<file path="config.mk">
export PLATFORM = sky130hd
export DESIGN_NAME = bm_parent_unit
export DESIGN_NICKNAME = d
export VERILOG_FILES = /design/src/rtl/bm_pkg.sv /design/src/rtl/bm_front_stage.sv /design/src/rtl/bm_sign_stage.sv /design/src/rtl/bm_parent_unit.sv
export SDC_FILE = /design/constraint.sdc
export NUM_CORES = 1
export LEC_CHECK = 0
export ABC_AREA = 1
export ABC_CLOCK_PERIOD_IN_PS = 5600
export BUFFER_PORTS_ARGS = -buffer_cell sky130_fd_sc_hd__clkbuf_2
export CELL_PAD_IN_SITES_DETAIL_PLACEMENT = 2
export CELL_PAD_IN_SITES_GLOBAL_PLACEMENT = 2
export CORE_UTILIZATION = 35
export CTS_CLUSTER_DIAMETER = 100
export DETAILED_ROUTE_END_ITERATION = 16
export GPL_TIMING_DRIVEN = 0
export PLACE_DENSITY_LB_ADDON = 0.15
export SYNTH_ARGS = -nofsm -noshare
export SYNTH_HDL_FRONTEND = slang
export SYNTH_HIERARCHICAL = 1
export SYNTH_SLANG_ARGS = --single-unit
</file>
<file path="constraint.sdc">
create_clock -name clk -period 5.6 [get_ports clk]
set_input_delay 0.28 -clock clk [delete_from_list [all_inputs] [get_ports clk]]
set_output_delay 0.28 -clock clk [all_outputs]
set_load 0.05 [all_outputs]
</file>
<file path="src/rtl/bm_pkg.sv">
package bm_pkg;

    // Number of parent metrics per trellis stage and the pipeline depth.
    localparam int unsigned BM_COUNT   = 4;
    localparam int unsigned BM_LATENCY = 2;

    // Metric index: bit 1 is the information bit, bit 0 is the parity bit.
    typedef enum logic [1:0] {
        BM_U0_P0 = 2'd0,
        BM_U0_P1 = 2'd1,
        BM_U1_P0 = 2'd2,
        BM_U1_P1 = 2'd3
    } bm_sel_e;

    function automatic int unsigned info_bit(int unsigned idx);
        return (idx >> 1) & 1;
    endfunction

    function automatic int unsigned par_bit(int unsigned idx);
        return idx & 1;
    endfunction

endpackage

</file>
<file path="src/rtl/bm_front_stage.sv">
module bm_front_stage #(
    parameter int unsigned LLR_W = 8,
    parameter int unsigned SUM_W = LLR_W + 1
) (
    input  logic                    clk,
    input  logic                    rst_n,
    input  logic                    in_valid,
    input  logic signed [LLR_W-1:0] la_in,
    input  logic signed [LLR_W-1:0] ls_in,
    input  logic signed [LLR_W-1:0] lp_in,
    output logic                    v_q,
    output logic signed [LLR_W-1:0] half_q,
    output logic signed [SUM_W-1:0] sum_q,
    output logic signed [SUM_W-1:0] diff_q
);

    logic signed [LLR_W-1:0] half_d;
    logic signed [SUM_W-1:0] sum_d;
    logic signed [SUM_W-1:0] diff_d;

    always_comb begin
        half_d = la_in >>> 1;
        sum_d  = SUM_W'(ls_in) + SUM_W'(lp_in);
        diff_d = SUM_W'(ls_in) - SUM_W'(lp_in);
    end

    always_ff @(posedge clk or negedge rst_n) begin
        if (!rst_n) begin
            v_q    <= 1'b0;
            half_q <= '0;
            sum_q  <= '0;
            diff_q <= '0;
        end else begin
            v_q <= in_valid;
            if (in_valid) begin
                half_q <= half_d;
                sum_q  <= sum_d;
                diff_q <= diff_d;
            end
        end
    end

    // sum and difference registers differ by twice the captured parity
    p_sum_diff_gap_r3: assert property (@(posedge clk) disable iff (!rst_n)
        in_valid |=> (int'(sum_q) - int'(diff_q)) == 2 * int'($past(lp_in)));

    // captured half is the floor of half the a-priori input
    p_half_floor_r9: assert property (@(posedge clk) disable iff (!rst_n)
        in_valid |=> (2 * int'(half_q) == int'($past(la_in)))
                  || (2 * int'(half_q) + 1 == int'($past(la_in))));

endmodule

</file>
<file path="src/rtl/bm_sign_stage.sv">
module bm_sign_stage
    import bm_pkg::*;
#(
    parameter int unsigned LLR_W = 8,
    parameter int unsigned SUM_W = LLR_W + 1,
    parameter int unsigned OUT_W = LLR_W + 2
) (
    input  logic                    clk,
    input  logic                    rst_n,
    input  logic                    v_in,
    input  logic signed [LLR_W-1:0] half_in,
    input  logic signed [SUM_W-1:0] sum_in,
    input  logic signed [SUM_W-1:0] diff_in,
    output logic                    v_q,
    output logic signed [OUT_W-1:0] bm_q [BM_COUNT]
);

    always_ff @(posedge clk or negedge rst_n) begin
        if (!rst_n) begin
            v_q <= 1'b0;
        end else begin
            v_q <= v_in;
        end
    end

    for (genvar k = 0; k < BM_COUNT; k++) begin : g_metric
        localparam int unsigned UBIT = info_bit(k);
        localparam int unsigned PBIT = par_bit(k);

        logic signed [OUT_W-1:0] term_ext;
        logic signed [OUT_W-1:0] pos_val;
        logic signed [OUT_W-1:0] fin_val;

        // Equal information and parity bits use the sum, otherwise the difference.
        if (UBIT == PBIT) begin : g_sum
            assign term_ext = OUT_W'(sum_in);
        end else begin : g_diff
            assign term_ext = OUT_W'(diff_in);
        end

        assign pos_val = OUT_W'(half_in) + term_ext;

        // Information bit zero takes the two's complement (invert plus one).
        if (UBIT == 0) begin : g_neg
            assign fin_val = ~pos_val + OUT_W'(1);
        end else begin : g_pos
            assign fin_val = pos_val;
        end

        always_ff @(posedge clk or negedge rst_n) begin
            if (!rst_n) begin
                bm_q[k] <= '0;
            end else if (v_in) begin
                bm_q[k] <= fin_val;
            end
        end
    end

    // the two sum-based metrics are exact negatives of each other
    p_sum_pair_r5: assert property (@(posedge clk) disable iff (!rst_n)
        v_q |-> (int'(bm_q[BM_U0_P0]) + int'(bm_q[BM_U1_P1])) == 0);

    // the two difference-based metrics are exact negatives of each other
    p_diff_pair_r4: assert property (@(posedge clk) disable iff (!rst_n)
        v_q |-> (int'(bm_q[BM_U0_P1]) + int'(bm_q[BM_U1_P0])) == 0);

endmodule

</file>
<file path="src/rtl/bm_parent_unit.sv">
module bm_parent_unit
    import bm_pkg::*;
#(
    parameter int unsigned LLR_W = 8
) (
    input  logic                      clk,
    input  logic                      rst_n,
    input  logic                      in_valid,
    input  logic signed [LLR_W-1:0]   apriori_llr,
    input  logic signed [LLR_W-1:0]   sys_llr,
    input  logic signed [LLR_W-1:0]   par_llr,
    output logic                      out_valid,
    output logic signed [LLR_W+1:0]   bm_u0p0,
    output logic signed [LLR_W+1:0]   bm_u0p1,
    output logic signed [LLR_W+1:0]   bm_u1p0,
    output logic signed [LLR_W+1:0]   bm_u1p1
);

    localparam int unsigned SUM_W = LLR_W + 1;
    localparam int unsigned OUT_W = LLR_W + 2;

    logic                    s1_valid;
    logic signed [LLR_W-1:0] s1_half;
    logic signed [SUM_W-1:0] s1_sum;
    logic signed [SUM_W-1:0] s1_diff;
    logic signed [OUT_W-1:0] s2_bm [BM_COUNT];

    bm_front_stage #(
        .LLR_W (LLR_W),
        .SUM_W (SUM_W)
    ) u_front (
        .clk      (clk),
        .rst_n    (rst_n),
        .in_valid (in_valid),
        .la_in    (apriori_llr),
        .ls_in    (sys_llr),
        .lp_in    (par_llr),
        .v_q      (s1_valid),
        .half_q   (s1_half),
        .sum_q    (s1_sum),
        .diff_q   (s1_diff)
    );

    bm_sign_stage #(
        .LLR_W (LLR_W),
        .SUM_W (SUM_W),
        .OUT_W (OUT_W)
    ) u_sign (
        .clk     (clk),
        .rst_n   (rst_n),
        .v_in    (s1_valid),
        .half_in (s1_half),
        .sum_in  (s1_sum),
        .diff_in (s1_diff),
        .v_q     (out_valid),
        .bm_q    (s2_bm)
    );

    assign bm_u0p0 = s2_bm[BM_U0_P0];
    assign bm_u0p1 = s2_bm[BM_U0_P1];
    assign bm_u1p0 = s2_bm[BM_U1_P0];
    assign bm_u1p1 = s2_bm[BM_U1_P1];

    // Cycles since reset release, saturating at the pipeline depth;
    // keeps two-cycle look-backs inside the post-reset history.
    logic [1:0] warm_q;
    always_ff @(posedge clk or negedge rst_n) begin
        if (!rst_n) begin
            warm_q <= 2'd0;
        end else if (warm_q != 2'(BM_LATENCY)) begin
            warm_q <= warm_q + 2'd1;
        end
    end

    // valid emerges exactly two cycles after it enters
    p_latency_r6: assert property (@(posedge clk) disable iff (!rst_n)
        (warm_q == 2'(BM_LATENCY)) |-> (out_valid == $past(in_valid, 2)));

    // end-to-end value of the all-ones metric
    p_metric_u1p1_r2: assert property (@(posedge clk) disable iff (!rst_n)
        (warm_q == 2'(BM_LATENCY)) && out_valid |->
            int'(bm_u1p1) == int'($past(apriori_llr, 2) >>> 1)
                           + int'($past(sys_llr, 2)) + int'($past(par_llr, 2)));

    // without a new sample the metrics do not move
    p_hold_r7: assert property (@(posedge clk) disable iff (!rst_n)
        (warm_q != 2'd0) && !out_valid |->
            $stable(bm_u1p1) && $stable(bm_u1p0) && $stable(bm_u0p1) && $stable(bm_u0p0));

    // metrics are zero until the first valid sample has passed
    p_reset_zero_r1: assert property (@(posedge clk) disable iff (!rst_n)
        (warm_q == 2'd0) |-> (bm_u1p1 == '0) && (bm_u0p0 == '0) && !out_valid);

endmodule

</file>
==> flow_summary.ini <==
[clocking]
hold_buffers = 0
clockBufferDepth = 2
cts_tree = done
h-tree-depth = 3
clk_latency_ps = 340
cts_setup_buffers = 0
postCtsResizedCells = 0
cts_inserted_buffers = 9
path_clk_slew_ps = 60
clock_sinks = 64
cts_root_buf = clkbuf_16

[setup_path]
timing.rr.end = u_sign/bm_q[38]
endpoint = u_sign/bm_q[38]
worstPathRequired_ps = 5820
startpoint = u_front/diff_q[0]
end_kind = register
worstSetupStartpointType = register
r2r_cells = 14
r2r_slack_ps = 3050
arrival_ps = 2760
rr_startpoint = u_front/diff_q[0]
cp_max_fo = 4
crit_type = register to register

[floorplan]
die-width_um = 117
start_util_pct = 36.2
rows = 41
dieArea_sq_mm = 0.0136
coreArea_sq_mm = 0.0127
ios = 68
die_y_um = 117

[finish]
seq_area_sq_mm = 0.00160
fill_cells = 1585
most-common-layout-cells = nand2_1 (237), inv_1 (84), clkbuf_2 (66)
num_antenna_cells = 0
final_cells = 904
drive_above_1_share_pct = 19.8
final_common_cell = nand2_1
multi_input_area_sq_mm = 0.00254
final_nets = 794
area_growth_pct = 19.1
final_util_pct = 43.1

[timing]
timing.fmax_mhz = 392
drv_slew = 0
setup_viol = 0
hold_ws_ps = 59.1
period_share_pct = 45.5
layout_min_cycle_time_ps = 2550
rsz0062_at_grt = no
fin_skew_ps = 5.96
slew_headroom_pct = 42.1
hold_violations = 0
worst_pin_slew_ps = 868
fin_setup_tns_ps = 0

[synth]
yosys.area.top_type_share_pct = 34.8
syn_area_sq_mm = 0.00461
synth_nets = 717
synth_cell_types = 34
synthCells = 650
yosysSeqAreaShare_pct = 34.8
synth_seq_cells = 64
synth.avg_cell_area_sq_um = 7.09
synth_warnings = 6
synthTopCellsByArea = dfrtp_1 (35%), nand2_1 (19%), ha_1 (9.8%), inv_1 (6.8%), nand3_1 (5.5%)
yosysTopAreaCell = dfrtp_1

[global_routing]
grt_usage_pct = 23.5
grt_pass1_vias = 4942
gr-total-overflow = 0
grt_start_max_net_pins = 65
antenna_found_initial = 0
grt_pass1_wl_mm = 24.5

[route]
drc = 0
drt.antenna.violating_nets = 0
vias = 4416
drt-total-wl_mm = 14.7
drtIter0Drc = 105
first_pass_iters = 4
wire_per_inst_um = 16.2
viasPerCell = 4.88

[pwr]
p_leak_nw = 3.06
p_total_mw = 2.38
power_density_mw_per_mm2 = 433
worst_ir_drop_vdd_uv = 155

[run_status]
status = finished clean

[place]
dp.final_hpwl_mm = 11.6
io_buffers = 66
place.gp.congestion = 0.817
dp.cells = 888

[run]
max_cap_viol_count = 0

[worst_hold_path]
hp-class = primary input to register
-- through the flow --
| step | setup WS [ps] | area [sq um] |
|---|---|---|
| floorplan | 3460 | 4610 |
| finish | 3050 | 5490 |
| global placement | 3190 | 5150 |
| global route | 2840 | 5490 |
| detailed placement | 3060 | 5150 |
| CTS | 3030 | 5490 |
-- cells in the mapped netlist --
| cell type | count |
|---|---|
| a21oi_1 | 14 |
| a21oi_2 | 4 |
| and2_1 | 1 |
| and2_4 | 1 |
| buf_2 | 5 |
| buf_4 | 4 |
| buf_6 | 1 |
| clkbuf_1 | 7 |
| clkbuf_2 | 1 |
| clkbuf_8 | 2 |
| dfrtp_1 | 64 |
| fa_1 | 4 |
| ha_1 | 36 |
| inv_1 | 84 |
| inv_2 | 6 |
| nand2_1 | 237 |
| nand2_2 | 15 |
| nand2_4 | 2 |
| nand3_1 | 51 |
| nand3_2 | 10 |
| nand3b_1 | 3 |
| nand4_1 | 5 |
| nor2_1 | 42 |
| nor2_2 | 10 |
| nor2_4 | 1 |
| o211ai_1 | 2 |
| o21a_1 | 1 |
| o21ai_0 | 21 |
| o21ai_1 | 5 |
| o21bai_1 | 2 |
| o31ai_1 | 1 |
| or2_4 | 1 |
| xnor2_1 | 2 |
| xor2_1 | 5 |
-- sequential cells by signal (all words and copies together), names as in the netlist --
register / count
u_front/sum_q: 8
u_sign/v_q: 1
u_front/v_q: 1
u_sign/bm_q: 38
u_front/half_q: 7
u_front/diff_q: 9
-- final cells by class --
cell class,count,area share (%)
multi-input cells,476,46.3
flip-flops and latches,64,29.2
inverters,90,6.16
repair buffers,66,6.07
clock buffers,10,4.36
well taps,172,3.92
plain buffers,20,2.28
clock inverters,6,1.69
-- worst min-delay path by stage --
| stage | from | end | depth (start not counted) |
|---|---|---|---|
| 6_report | in_valid | u_front/v_q | 1 |
| 5_1_grt | in_valid | u_front/v_q | 1 |
| 4_1_cts | in_valid | u_front/v_q | 1 |
| 3_5_place_dp | in_valid | u_front/v_q | 1 |
| 3_3_place_gp | in_valid | u_front/v_q | 1 |
| 2_1_floorplan | rst_n | u_front/diff_q[0] | 0 |
-- per-layer routing --
layer / GRT usage (%) / vias up / wire length [um]
met3: 1.82 / 14 / 272
met4: 8.19 / 0 / 228
met5: 0 / - / 0
li1: - / 2173 / -
met1: 25.9 / 2165 / 6110
met2: 46.9 / 64 / 8040
-- power by group --
group | leakage, nW | total, mW | switching [mW] | internal [mW]
clock network | 0.155 | 0.616 | 0.214 | 0.403
registers | 0.770 | 0.655 | 0.0778 | 0.577
logic | 2.13 | 1.11 | 0.820 | 0.286
total | 3.06 | 2.38 | 1.11 | 1.27
-- worst max-delay path: stages, from the launching register on --
cell	delay (ps)
dfrtp_1	410
buf_4	140
ha_1	270
fa_1	460
inv_1	130
ha_1	200
inv_1	60
nor2_2	130
inv_1	70
nor2_2	160
nand3_2	130
inv_2	80
nand2_1	60
nand2_1	70
nand3_1	70
-- logic make-up after synthesis --
logic type / after synthesis / synth area share (%)
and+or+nand+nor: 379 / 36.3
buffers and inverters: 110 / 10.0
DFF: 64 / 34.8
AOI/OAI and AO/OA: 50 / 6.08
adders and majority gates: 40 / 11.5
xor gates and xnor gates: 7 / 1.33
Power figures use the tool's default switching activity.
